[src/rtl/fecdiv_pkg.sv]
package fecdiv_pkg;

  localparam int RATIO_W = 8;
  localparam int RANGE_W = 6;
  localparam int FEC_SEL_W = 4;
  localparam int RANGE_SEL_W = 2;
  localparam int POST_PHASES = 4;

  typedef struct packed {
    logic [RATIO_W-1:0] m;
    logic [RATIO_W-1:0] r;
  } ratio_t;

  function automatic logic [RATIO_W-1:0] fec_base(input logic [1:0] idx);
    case (idx)
      2'd0:    fec_base = RATIO_W'(236);
      2'd1:    fec_base = RATIO_W'(79);
      2'd2:    fec_base = RATIO_W'(14);
      default: fec_base = RATIO_W'(239);
    endcase
  endfunction

  function automatic logic [RATIO_W-1:0] fec_wide(input logic [1:0] idx);
    case (idx)
      2'd1:    fec_wide = RATIO_W'(85);
      2'd2:    fec_wide = RATIO_W'(15);
      default: fec_wide = RATIO_W'(255);
    endcase
  endfunction

  function automatic ratio_t ratio_lookup(input logic [FEC_SEL_W-1:0] code);
    ratio_t res;
    case (code[3:2])
      2'b00: begin
        res.m = fec_base(code[1:0]);
        res.r = fec_wide(code[1:0]);
      end
      2'b01: begin
        res.m = fec_base(code[1:0]);
        res.r = fec_base(code[1:0]);
      end
      2'b10: begin
        res.m = fec_wide(code[1:0]);
        res.r = fec_base(code[1:0]);
      end
      default: begin
        res.m = RATIO_W'(1) << code[1:0];
        res.r = RATIO_W'(1) << code[1:0];
      end
    endcase
    return res;
  endfunction

  function automatic logic [RANGE_W-1:0] range_lookup(input logic [RANGE_SEL_W-1:0] code);
    case (code)
      2'b11:   range_lookup = RANGE_W'(1);
      2'b10:   range_lookup = RANGE_W'(4);
      2'b01:   range_lookup = RANGE_W'(8);
      default: range_lookup = RANGE_W'(32);
    endcase
  endfunction

endpackage

[src/rtl/fecdiv_count.sv]
module fecdiv_count #(
  parameter int W = 8
) (
  input  logic         clk,
  input  logic         rst_n,
  input  logic         en_i,
  input  logic [W-1:0] reload_i,
  output logic         zero_o
);

  logic [W-1:0] cnt_q;
  logic [W-1:0] cnt_d;

  always_comb begin
    cnt_d = cnt_q;
    if (en_i) begin
      if (cnt_q == '0) cnt_d = reload_i;
      else             cnt_d = cnt_q - W'(1);
    end
  end

  always_ff @(posedge clk or negedge rst_n) begin
    if (!rst_n) cnt_q <= '0;
    else        cnt_q <= cnt_d;
  end

  assign zero_o = (cnt_q == '0);

endmodule

[src/rtl/fecdiv_post.sv]
module fecdiv_post #(
  parameter int PHASES = 4
) (
  input  logic clk,
  input  logic rst_n,
  input  logic sel_i,
  output logic clk_o
);

  localparam int PW = (PHASES > 1) ? $clog2(PHASES) : 1;
  localparam logic [PW-1:0] LAST = PW'(PHASES - 1);
  localparam logic [PW-1:0] HALF = PW'(PHASES / 2);

  logic [PW-1:0] ph_q, ph_d;
  logic          mode_q, mode_d;
  logic          out_q, out_d;

  always_comb begin
    ph_d   = ph_q;
    mode_d = mode_q;
    if (ph_q == '0) begin
      mode_d = sel_i;
      ph_d   = sel_i ? LAST : '0;
    end else begin
      ph_d = ph_q - PW'(1);
    end
    out_d = mode_d ? (ph_d >= HALF) : 1'b1;
  end

  always_ff @(posedge clk or negedge rst_n) begin
    if (!rst_n) begin
      ph_q   <= '0;
      mode_q <= 1'b0;
      out_q  <= 1'b0;
    end else begin
      ph_q   <= ph_d;
      mode_q <= mode_d;
      out_q  <= out_d;
    end
  end

  assign clk_o = out_q;

endmodule

[src/rtl/fecdiv_chain.sv]
module fecdiv_chain
  import fecdiv_pkg::*;
#(
  parameter int NUM_POST = 2
) (
  input  logic                   clk,
  input  logic                   rst_n,
  input  logic                   ref0_i,
  input  logic                   ref1_i,
  input  logic                   ref_sel_i,
  input  logic [RANGE_SEL_W-1:0] range_sel_i,
  input  logic [FEC_SEL_W-1:0]   fec_sel_i,
  input  logic                   post0_sel_i,
  input  logic                   post1_sel_i,
  output logic                   ref_pulse_o,
  output logic                   fb_pulse_o,
  output logic                   post0_o,
  output logic                   post1_o,
  output logic                   cfg_illegal_o
);

  ratio_t              ratio;
  logic [RANGE_W-1:0]  range_val;
  logic [RANGE_W-1:0]  range_reload;
  logic [RATIO_W-1:0]  m_reload;
  logic [RATIO_W-1:0]  r_reload;

  logic ref_cur, ref_prev_q, ref_edge;
  logic range_zero, m_zero, r_zero;
  logic ref_pulse_q, ref_pulse_d;
  logic fb_pulse_q, fb_pulse_d;
  logic illegal_q, illegal_d;

  logic [NUM_POST-1:0] post_sel;
  logic [NUM_POST-1:0] post_out;

  always_comb begin
    ratio        = ratio_lookup(fec_sel_i);
    range_val    = range_lookup(range_sel_i);
    range_reload = range_val - RANGE_W'(1);
    m_reload     = ratio.m - RATIO_W'(1);
    r_reload     = ratio.r - RATIO_W'(1);
  end

  assign ref_cur  = ref_sel_i ? ref1_i : ref0_i;
  assign ref_edge = ref_cur & ~ref_prev_q;

  fecdiv_count #(.W(RANGE_W)) u_range_cnt (
    .clk      (clk),
    .rst_n    (rst_n),
    .en_i     (1'b1),
    .reload_i (range_reload),
    .zero_o   (range_zero)
  );

  fecdiv_count #(.W(RATIO_W)) u_m_cnt (
    .clk      (clk),
    .rst_n    (rst_n),
    .en_i     (range_zero),
    .reload_i (m_reload),
    .zero_o   (m_zero)
  );

  fecdiv_count #(.W(RATIO_W)) u_r_cnt (
    .clk      (clk),
    .rst_n    (rst_n),
    .en_i     (ref_edge),
    .reload_i (r_reload),
    .zero_o   (r_zero)
  );

  always_comb begin
    ref_pulse_d = ref_edge & r_zero;
    fb_pulse_d  = range_zero & m_zero;
    illegal_d   = (range_sel_i == 2'b11) && (fec_sel_i[3:1] == 3'b110);
  end

  always_ff @(posedge clk or negedge rst_n) begin
    if (!rst_n) begin
      ref_prev_q  <= 1'b0;
      ref_pulse_q <= 1'b0;
      fb_pulse_q  <= 1'b0;
      illegal_q   <= 1'b0;
    end else begin
      ref_prev_q  <= ref_cur;
      ref_pulse_q <= ref_pulse_d;
      fb_pulse_q  <= fb_pulse_d;
      illegal_q   <= illegal_d;
    end
  end

  assign post_sel = {post1_sel_i, post0_sel_i};

  for (genvar g = 0; g < NUM_POST; g++) begin : g_post
    fecdiv_post #(.PHASES(POST_PHASES)) u_post (
      .clk   (clk),
      .rst_n (rst_n),
      .sel_i (post_sel[g]),
      .clk_o (post_out[g])
    );
  end

  assign ref_pulse_o   = ref_pulse_q;
  assign fb_pulse_o    = fb_pulse_q;
  assign cfg_illegal_o = illegal_q;
  assign post0_o       = post_out[0];
  assign post1_o       = post_out[1];

endmodule

[config.mk]
export PLATFORM = sky130hd
export DESIGN_NAME = fecdiv_chain
export DESIGN_NICKNAME = d
export VERILOG_FILES = /design/src/rtl/fecdiv_pkg.sv /design/src/rtl/fecdiv_count.sv /design/src/rtl/fecdiv_post.sv /design/src/rtl/fecdiv_chain.sv
export SDC_FILE = /design/constraint.sdc
export NUM_CORES = 1
export LEC_CHECK = 0
export BUFFER_PORTS_ARGS = -buffer_cell sky130_fd_sc_hd__buf_2
export CAP_MARGIN = 20
export CORE_MARGIN = 10
export CORE_UTILIZATION = 30
export DETAILED_ROUTE_END_ITERATION = 16
export PLACE_DENSITY = 0.43
export RECOVER_POWER = 25
export SETUP_SLACK_MARGIN = 0.3
export SLEW_MARGIN = 20
export SYNTH_ARGS = -nofsm -noshare
export SYNTH_HDL_FRONTEND = slang
export SYNTH_HIERARCHICAL = 1
export SYNTH_SLANG_ARGS = --single-unit
export TNS_END_PERCENT = 20
[constraint.sdc]
create_clock -name clk -period 3.3 [get_ports clk]
set_clock_uncertainty 0.2 [all_clocks]
set_input_delay 0.825 -clock clk [delete_from_list [all_inputs] [get_ports clk]]
set_output_delay 0.825 -clock clk [all_outputs]
set_load 0.02 [all_outputs]
==> results of run 1 <==
-- layer usage --
layer,wire length [um],part of all wire [%]
met1,2590,49
met2,2440,46
met5,0,0
met4,40,0.76
met3,200,3.8
-- synth_stat cells (3+ instances only) --
cell type  instances  share of area, %
a21oi_1           11               2.4
a22oi_1           10               3.2
a2bb2oi_1          3               1.1
a31oi_1            8               2.2
buf_6              3               1.5
clkbuf_1           4              0.65
dfrtp_1           34                37
ha_1              17               9.2
inv_1             25               4.0
mux2_2             3               1.5
nand2_1           18               2.9
nand2b_1           6               1.6
nand3_1            4              0.86
nor2_1            18               2.9
nor3_1             7               1.5
nor3b_1            3              0.97
nor4_1             4               1.1
o21ai_0           19               4.1
o31ai_1            3              0.97
or2_1              4               1.1
xor2_1             5               1.9
-- cells in the final DEF, fill, tap and decap left out, types with 3 or more instances in the layout --
master,instances
dfrtp_1,34
inv_1,25
nor2_1,20
o21ai_0,19
nand2_1,18
ha_1,17
buf_2,13
a21oi_1,11
a22oi_1,10
a31oi_1,8
conb_1,8
nor3_1,7
nand2b_1,6
xor2_1,5
clkbuf_8,5
nor4_1,4
clkbuf_1,4
or2_1,4
nand3_1,4
nor3b_1,3
a2bb2oi_1,3
o31ai_1,3
-- worst max path at each step --
| stage | startpoint | endpoint | depth (start not counted) |
|---|---|---|---|
| after floorplan | fec_sel_i[2] | u_r_cnt/cnt_q[4] | 9 |
| after global placement | fec_sel_i[3] | u_r_cnt/cnt_q[6] | 10 |
| after detailed placement | fec_sel_i[3] | u_r_cnt/cnt_q[4] | 10 |
| after CTS | fec_sel_i[3] | u_r_cnt/cnt_q[4] | 10 |
| after global routing | fec_sel_i[3] | u_r_cnt/cnt_q[4] | 10 |
| final | fec_sel_i[3] | u_r_cnt/cnt_q[4] | 10 |
-- worst max-delay path, delay by kind of cell --
family,cells,cell delay [ns]
AND/OR/NAND/NOR,3,0.46
adder cells (fa/ha/maj),2,0.63
buffers and inverters,1,0.18
AO/OA/AOI/OAI,4,0.73
-- final cells by class --
class,count,area share (%)
multi-input combinational,196,51.2
inverter,27,3.85
timing repair buffer,19,3.61
sequential,34,32.3
clock inverter,3,1.52
clock buffer,5,2.61
tap,102,4.85
-- where the power goes --
group,total (mW),leakage [nW],switching (mW),internal (mW)
registers,0.697,0.396,0.142,0.555
logic,0.570,0.730,0.293,0.277
clock network,0.387,0.0579,0.165,0.222
-- sequential cells by signal (all words and copies together), names as in the netlist --
name                  flops
cfg_illegal_o             1
fb_pulse_o                1
g_post.u_post/clk_o       2
g_post.u_post/mode_q      2
g_post.u_post/ph_q        4
ref_prev_q                1
ref_pulse_o               1
u_m_cnt/cnt_q             8
u_r_cnt/cnt_q             8
u_range_cnt/cnt_q         6
-- what timing repair did --
item	in CTS	in global routing
hold buffers	0	0
endpoints found under the hold margin	0	0
resized for setup	0	1
setup endpoints to repair	0	1
-- per-stage QoR --
stage               instance area (um2)  hold WS (ns)  std cells
finish                             2630         0.230        386
global route                       2630         0.251        386
CTS                                2630         0.234        386
detailed placement                 2520         0.218        378
global placement                   2520         0.229        378
floorplan                          2350         0.206        264
-- cells by family (layout without fill, tap and decap cells) --
| logic type | count (synthesis) | in the layout | share of synthesized area, % |
|---|---|---|---|
| other cells | 2 | 8 | 0.323 |
| mux | 6 | 6 | 3.18 |
| xor+xnor | 5 | 5 | 1.88 |
| flops | 34 | 34 | 36.6 |
| compound gates | 76 | 76 | 21.9 |
| fa+ha+maj | 17 | 17 | 9.15 |
| simple gates | 84 | 84 | 20.5 |
| buf+inv | 34 | 54 | 6.46 |
==> out/metrics.cfg, run 1 <==
[status]
status=complete, but fails checks
violations=max-capacitance violations, max-slew violations

[global_route]
grt_pass1_wl_um=9090
use_met3_pct=2.44
grt-ovfl-total=0
grt_pass1_vias=1854
grt_usage_pct=9.53
grt_max_degree=35
met2_usage_pct=15.0
grt_antenna_before_repair=0
grtUsageMet1_pct=12.3
top_usage_layer=met2

[min_path]
holdPathStages=1
whs_endpoint=g_post[0].u_post/clk_o
worstHoldStart=g_post[0].u_post/mode_q
hold_class=register to register

[layout]
nFillCells=798
drive_gt1_share_pct=15.1
multi_input_area_mm2=0.00135
seq_area_um2=851
fin_util_pct=34.4
fin_nets=313
area_growth_pct=13.3
num_antenna_cells=0

[sta]
rsz0062_at_grt=false
fmax_ghz=0.354
max-slew-margin-rel_pct=-35.6
fin_setup_tns_ns=0
worst_pin_slew_ns=2.03
period_minus_slack_ns=2.82
drv_slew=35
report.final.hold_viol_count=0
post-route-period-util_pct=85.6
finalSetupViolations=0
fin_ws_ns=0.476

[cts]
cts_tree=yes
htreeDepth=2
path_clk_slew_ns=0.08
insertion_delay_ns=0.29
cts_buffers=5
clockRootBuffer=clkbuf_8
postCtsSetupBuffers=0
cts.path.max_buffers=2
cts_sinks=34

[drt]
ant_nets=0
viasPerCell=4.90
vias=1893
drtIter0Drc=110
routed_wirelength_um=5270
drc=0
dr.pass1.iters=4
routedWlPerCell_um=13.6

[setup_path]
cp_data_required_time_ns=3.31
r2r_end=u_m_cnt/cnt_q[7]
r2r-start=u_range_cnt/cnt_q[0]
setup.worst_path.class=input port to register
cp_max_fo=10
cpMostUsedCell=ha_1
start_kind=input port
max_stage_delay_ns=0.41
cp_cell_sequence=clkbuf_1 -> ha_1 -> nand2b_1 -> nor3b_1 -> a2bb2oi_1 -> ha_1 -> nand2_1 -> a21oi_1 -> o21ai_0 -> a22oi_1
rr_worst_depth=7
worst-r2r-setup-slack_ns=0.70
endpoint_kind=register
crit_arrival_ns=2.83
cp_slowest_cell=ha_1

[logic_synthesis]
yosys_warnings=6
ys_ff_latch=34
syn_inst=258
yosysUniqueCellTypes=54
syn_area_per_cell_um2=9.01
synth_area_mm2=0.00232
synth_edf_count=0
async_flop_share_pct=100
ys_seq_area_share_pct=36.6
synthFlopType=dfrtp_1

[floorplanning]
die_area_mm2=0.0117
placementRows=32
die_x_um=108
ioPinCount=18
start_util_pct=30.4
die_y_um=108
design.core.area_mm2=0.00765

[placement]
post-dp-hpwl_um=3870
port_buffers=17
place_ws_ns=0.193
place_congestion=0.746

[pwr]
leakagePower_nw=1.18
power_density_mw_per_mm2=628
fin_total_pwr_mw=1.65
vdd_drop_max_v=0.000207

[flow_run]
maxCapViolCount=1

(Power assumes the default switching activity.)
==> run 2: changes to the inputs <==
--- a/config.mk
+++ b/config.mk
@@ -7,6 +7,7 @@
 export LEC_CHECK = 0
 export BUFFER_PORTS_ARGS = -buffer_cell sky130_fd_sc_hd__buf_2
 export CAP_MARGIN = 20
+export CORE_ASPECT_RATIO = 1.2
 export CORE_MARGIN = 10
 export CORE_UTILIZATION = 30
 export DETAILED_ROUTE_END_ITERATION = 16
==> out/metrics.cfg, run 2 (synthesis results as in run 1) <==
[status]
status=complete, but fails checks
violations=max-capacitance violations, max-slew violations

[placement]
place_congestion=0.771  ; +3.4%
port_buffers=17  ; unchanged
dpl_cell_area_mm2=0.00251  ; -0.50%
post-dp-hpwl_um=3890  ; +0.36%

[cts]
ctsResizeCount=0  ; unchanged
cts_buffers=5  ; unchanged
cts_sinks=34  ; unchanged
htreeDepth=2  ; unchanged
path_clk_slew_ns=0.08  ; about the same
postCtsSetupBuffers=0  ; unchanged
cts_tree=yes
clockRootBuffer=clkbuf_8
insertion_delay_ns=0.30  ; about the same
hold_buffers=0  ; unchanged
cts.path.max_buffers=2  ; unchanged

[layout]
mostFrequentLayoutCell=dfrtp_1
post-route-cell-area_mm2=0.00264  ; +0.29%
area_growth_pct=13.6
layout_common_cells=dfrtp_1, inv_1, nor2_1, o21ai_0, nand2_1
nFillCells=832  ; +4.3%
reg_top3=u_m_cnt/cnt_q (8), u_r_cnt/cnt_q (8), u_range_cnt/cnt_q (6)
fin_nets=313  ; unchanged
drive_gt1_share_pct=15.5  ; +0.35 points
num_antenna_cells=0  ; unchanged

[setup_path]
endpoint_kind=register
start_kind=input port
crit_arrival_ns=2.84  ; about the same
setup.worst_path.class=input port to register
cp_data_required_time_ns=3.31  ; about the same
cp_max_fo=7  ; -3

[drt]
drc=0  ; unchanged
vias=1887  ; -0.32%
dr.pass1.iters=4  ; unchanged
drtIter0Drc=86  ; -22%
viasPerCell=5.02  ; +2.3%
ant_nets=0  ; unchanged
routedWlPerCell_um=14.0  ; +2.5%
routed_wirelength_um=5260  ; -0.13%

[sta]
fin_setup_tns_ns=0  ; unchanged
worst_pin_slew_ns=1.91  ; -0.120 ns
report.final.hold_viol_count=0  ; unchanged
rsz0062_at_grt=false
drv_slew=35  ; unchanged
post-route-period-util_pct=85.6  ; about the same
max-slew-margin-rel_pct=-27.6  ; +8.0 points
finalSetupViolations=0  ; unchanged
fmax_ghz=0.354  ; about the same
period_minus_slack_ns=2.82  ; +0.0000830 ns

[global_route]
use_met3_pct=2.37  ; -0.072 points
grt_usage_pct=9.41  ; -0.12 points
grt-ovfl-total=0  ; unchanged
grt_antenna_before_repair=0  ; unchanged
grt_pass1_vias=1890  ; +1.9%
met2_usage_pct=16.4  ; +1.4 points
grt_pass1_wl_um=8900  ; -2.1%
grtUsageMet1_pct=10.8  ; -1.6 points
grt_max_degree=35  ; unchanged
top_usage_layer=met2

[floorplanning]
die_area_mm2=0.0117  ; +0.12%
placementRows=35  ; +9.4%
design.core.area_mm2=0.00762  ; -0.36%
start_util_pct=30.5  ; +0.11 points
die_x_um=100  ; -7.1%
die_y_um=116  ; +7.8%
ioPinCount=18  ; unchanged

[pwr]
power_density_mw_per_mm2=661  ; +5.2%
vdd_drop_max_v=0.000257  ; +24%
leakagePower_nw=1.19  ; +0.74%

[flow_run]
maxCapViolCount=1  ; unchanged

[min_path]
hold_class=register to register

==> run 2: cell types whose count changed in the layout (fill, tap and decap cells not counted), sizes merged <==
cell and change:
bufinv +1, clkinv -1
==> run 2: layout make-up <==
class / instances / area, um2 / area share [%]
clock buffers: 5 / 68.8 / 2.61
clock inverters: 3 / 68.8 / 2.61
inverters: 27 / 101 / 3.84
multi-input cells: 196 / 1340 / 50.8
flip-flops and latches: 34 / 851 / 32.2
well taps: 92 / 115 / 4.36
repair buffers: 19 / 95.1 / 3.60
==> run 2: worst max-delay path, cell delays in order <==
cell and delay, ns:
clkbuf_1 0.17, inv_1 0.10, ha_1 0.23, o31ai_2 0.51, a2bb2oi_1 0.28, ha_1 0.21
nand2_1 0.07, a21oi_1 0.15, o21ai_0 0.10, a22oi_1 0.18
==> run 2: metrics by stage <==
| step | hold slack (ns) | std cells | utilization [%] | total power [mW] | worst slack, ns |
|---|---|---|---|---|---|
| floorplan | 0.206 | 264 | - | 1.13 | 0.638 |
| global placement | 0.235 | 368 | 33.0 | 1.29 | 0.327 |
| detailed placement | 0.225 | 368 | 33.0 | 1.29 | 0.247 |
| CTS | 0.238 | 376 | 34.8 | 1.78 | 0.568 |
| global route | 0.261 | 376 | 34.6 | 1.89 | 0.237 |
| finish | 0.238 | 376 | 34.6 | 1.74 | 0.476 |
==> run 2: per-layer routing <==
metal | vias to the layer above | share of wire (%)
li1 | 951 | -
met1 | 902 | 44
met2 | 27 | 50
met3 | 7 | 4.0
met4 | 0 | 1.6
met5 | - | 0
==> run 2: power by group <==
part           switching, mW  internal [mW]
logic                  0.291          0.276
registers              0.144          0.554
clock network          0.176          0.303
==> run 2: final timing paths <==
| path | depth (start not counted) | slack [ns] | endpoint | startpoint |
|---|---|---|---|---|
| setup / recovery | 10 | 0.48 | u_r_cnt/cnt_q[6] | fec_sel_i[3] |
| hold / removal | 1 | 0.24 | g_post[1].u_post/clk_o | g_post[1].u_post/mode_q |
| setup reg to reg | 7 | 1.00 | u_m_cnt/cnt_q[0] | u_range_cnt/cnt_q[1] |
| hold reg to reg | 1 | 0.24 | g_post[1].u_post/clk_o | g_post[1].u_post/mode_q |
| max in group asynchronous | 1 | 0.95 | u_m_cnt/cnt_q[7] | rst_n |
| min in group asynchronous | 1 | 0.85 | cfg_illegal_o | rst_n |
==> run 3: changes to the inputs <==
--- a/config.mk
+++ b/config.mk
@@ -5,13 +5,14 @@
 export SDC_FILE = /design/constraint.sdc
 export NUM_CORES = 1
 export LEC_CHECK = 0
+export ABC_AREA = 1
 export BUFFER_PORTS_ARGS = -buffer_cell sky130_fd_sc_hd__buf_2
 export CAP_MARGIN = 20
 export CORE_ASPECT_RATIO = 1.2
 export CORE_MARGIN = 10
 export CORE_UTILIZATION = 30
 export DETAILED_ROUTE_END_ITERATION = 16
-export PLACE_DENSITY = 0.43
+export PLACE_DENSITY = 0.42
 export RECOVER_POWER = 25
 export SETUP_SLACK_MARGIN = 0.3
 export SLEW_MARGIN = 20
==> out/metrics.cfg, run 3 <==
[status]
status=complete, but fails checks
violations=max-capacitance violations, max-slew violations

[sta]
max-slew-margin-rel_pct=-28.6  ; -1.1 points
drv_slew=35  ; unchanged
worst_pin_slew_ns=1.93  ; +0.0160 ns
fin_ws_ns=0.820  ; +0.344 ns
rsz0062_at_grt=false
hold_slack_ns=0.239  ; +0.00108 ns
period_minus_slack_ns=2.48  ; -0.344 ns
post-route-period-util_pct=75.1  ; -10 points
finalSetupViolations=0  ; unchanged
report.final.hold_viol_count=0  ; unchanged
fin_setup_tns_ns=0  ; unchanged
fmax_ghz=0.403  ; +14%

[setup_path]
r2r-start=u_range_cnt/cnt_q[0]
endpoint=u_m_cnt/cnt_q[6]
cp_max_fo=10  ; +3
cp_data_required_time_ns=3.33  ; +0.02 ns
start_kind=input port
crit_start=fec_sel_i[2]
setup.worst_path.class=input port to register
crit_arrival_ns=2.51  ; -0.33 ns
worst-r2r-setup-slack_ns=1.41  ; +0.41 ns
rr_worst_depth=8  ; +1
r2r_end=u_m_cnt/cnt_q[7]
endpoint_kind=register

[logic_synthesis]
yosys_warnings=6  ; unchanged
syn_inst=378  ; +47%
ys_seq_area_share_pct=32.4  ; -4.2 points
yosysUniqueCellTypes=33  ; -39%
ys_ff_latch=34  ; unchanged
synth_most_common_cell=nand2_1
syn_area_per_cell_um2=6.95  ; -23%
synth_edf_count=0  ; unchanged
synthTopCellsByCount=nand2_1, inv_1, dfrtp_1, nor2_1, nand3_1
synth_area_leaders=dfrtp_1, nand2_1, ha_1
synthFlopType=dfrtp_1
synth_area_mm2=0.00263  ; +13%
synthDominantCellAreaShare_pct=32.4  ; -4.2 points
async_flop_share_pct=100  ; unchanged
yosys.area.top_type=dfrtp_1
syn_nets=408

[global_route]
grt_antenna_before_repair=0  ; unchanged
grt_usage_pct=9.87  ; +0.45 points
grt_max_degree=35  ; unchanged
grt_pass1_vias=2371  ; +25%
grt-ovfl-total=0  ; unchanged
grt_pass1_wl_um=10700  ; +20%

[pwr]
power_density_mw_per_mm2=712  ; +7.8%
fin_total_pwr_mw=2.06  ; +18%
leakagePower_nw=1.61  ; +35%
vdd_drop_max_v=0.000192  ; -25%

[drt]
drc=0  ; unchanged
dr.pass1.iters=4  ; unchanged
vias=2275  ; +21%
routedWlPerCell_um=11.3  ; -19%
routed_wirelength_um=5840  ; +11%
drtIter0Drc=97  ; +13%
viasPerCell=4.42  ; -12%
ant_nets=0  ; unchanged

[placement]
dpl_cell_area_mm2=0.00282  ; +12%
dp.cells=508  ; +38%
place_congestion=0.811  ; +5.2%
post-dp-hpwl_um=4460  ; +15%
port_buffers=17  ; unchanged
place_ws_ns=0.558  ; +0.311 ns

[cts]
ctsResizeCount=0  ; unchanged
path_clk_slew_ns=0.07  ; about the same
clockRootBuffer=clkbuf_8
htreeDepth=2  ; unchanged
cts_sinks=34  ; unchanged
insertion_delay_ns=0.29  ; about the same
hold_buffers=0  ; unchanged
cts.path.max_buffers=2  ; unchanged
cts_tree=yes
cts_buffers=5  ; unchanged
postCtsSetupBuffers=0  ; unchanged

[floorplanning]
design.core.area_mm2=0.00856  ; +12%
die_x_um=105  ; +5.1%
ioPinCount=18  ; unchanged
start_util_pct=30.7  ; +0.17 points
die_area_mm2=0.0129  ; +11%
placementRows=37  ; +5.7%
die_y_um=122  ; +5.2%

[min_path]
hold_class=register to register

[layout]
area_growth_pct=9.96
fin_nets=428  ; +37%
instances_no_fill=515  ; +37%
num_antenna_cells=0  ; unchanged
layout_common_cells=nand2_1, inv_1, dfrtp_1, nor2_1, nand3_1
reg_top3=u_m_cnt/cnt_q (8), u_r_cnt/cnt_q (8), u_range_cnt/cnt_q (6)
drive_gt1_share_pct=15.3  ; -0.17 points
fin_util_pct=33.7  ; -0.93 points
mostFrequentLayoutCell=nand2_1
post-route-cell-area_mm2=0.00289  ; +9.4%

[flow_run]
maxCapViolCount=1  ; unchanged

-- run 3: cell count changes after synthesis, sizes merged, moves of 7 or more --
cell and change:
nor2 +25, nand3 +30, inv +38, a31oi -7
nand2b -7, a22oi -10, nand2 +114
-- run 3: worst min path at each step --
stage                                  startpoint                endpoint  cells after the start
after CTS                              ref_prev_q             ref_pulse_o                      1
after global placement                 ref_prev_q             ref_pulse_o                      1
after global routing      g_post[0].u_post/mode_q  g_post[0].u_post/clk_o                      1
final                                  ref_prev_q             ref_pulse_o                      1
after floorplan                        ref_prev_q             ref_pulse_o                      1
after detailed placement               ref_prev_q             ref_pulse_o                      1
-- run 3: final cells by class --
cell class              instances  area (um2)
fillers                       966        5680
multi-input cells             275        1480
flip-flops and latches         34         851
inverters                      65         249
well taps                     117         146
repair buffers                 17        81.3
clock buffers                   5        68.8
clock inverters                 2        10.0
-- run 3: cell families after synthesis --
kind of cell	Yosys count	synth area share [%]
AO/OA/AOI/OAI	32	6.91
adder cells (fa/ha/maj)	17	8.10
other	2	0.286
flip-flops	34	32.4
AND/OR/NAND/NOR	219	39.8
XOR/XNOR	5	1.67
buffers and inverters	69	10.8
-- run 3: metal layers --
| metal | up-vias | wire, um | global-route usage [%] |
|---|---|---|---|
| li1 | 1201 | - | - |
| met1 | 1037 | 2610 | 11.1 |
| met2 | 28 | 2950 | 17.8 |
| met3 | 9 | 169 | 2.52 |
| met4 | 0 | 107 | 3.26 |
| met5 | - | 0 | 0 |
-- run 3: worst max-delay path, cell delays in order --
cell      delay (ns)
clkbuf_1        0.16
ha_1            0.46
inv_6           0.09
a31oi_1         0.29
ha_1            0.24
nand2_1         0.08
nand2_1         0.08
inv_1           0.04
a21oi_1         0.13
nand2_1         0.07
nand2_1         0.05
-- run 3: power breakdown --
part	internal, mW	leakage [nW]	switching (mW)
Sequential	0.588	0.416	0.188
Clock	0.142	0.0438	0.164
Combinational	0.373	1.15	0.602
Total	1.10	1.61	0.954
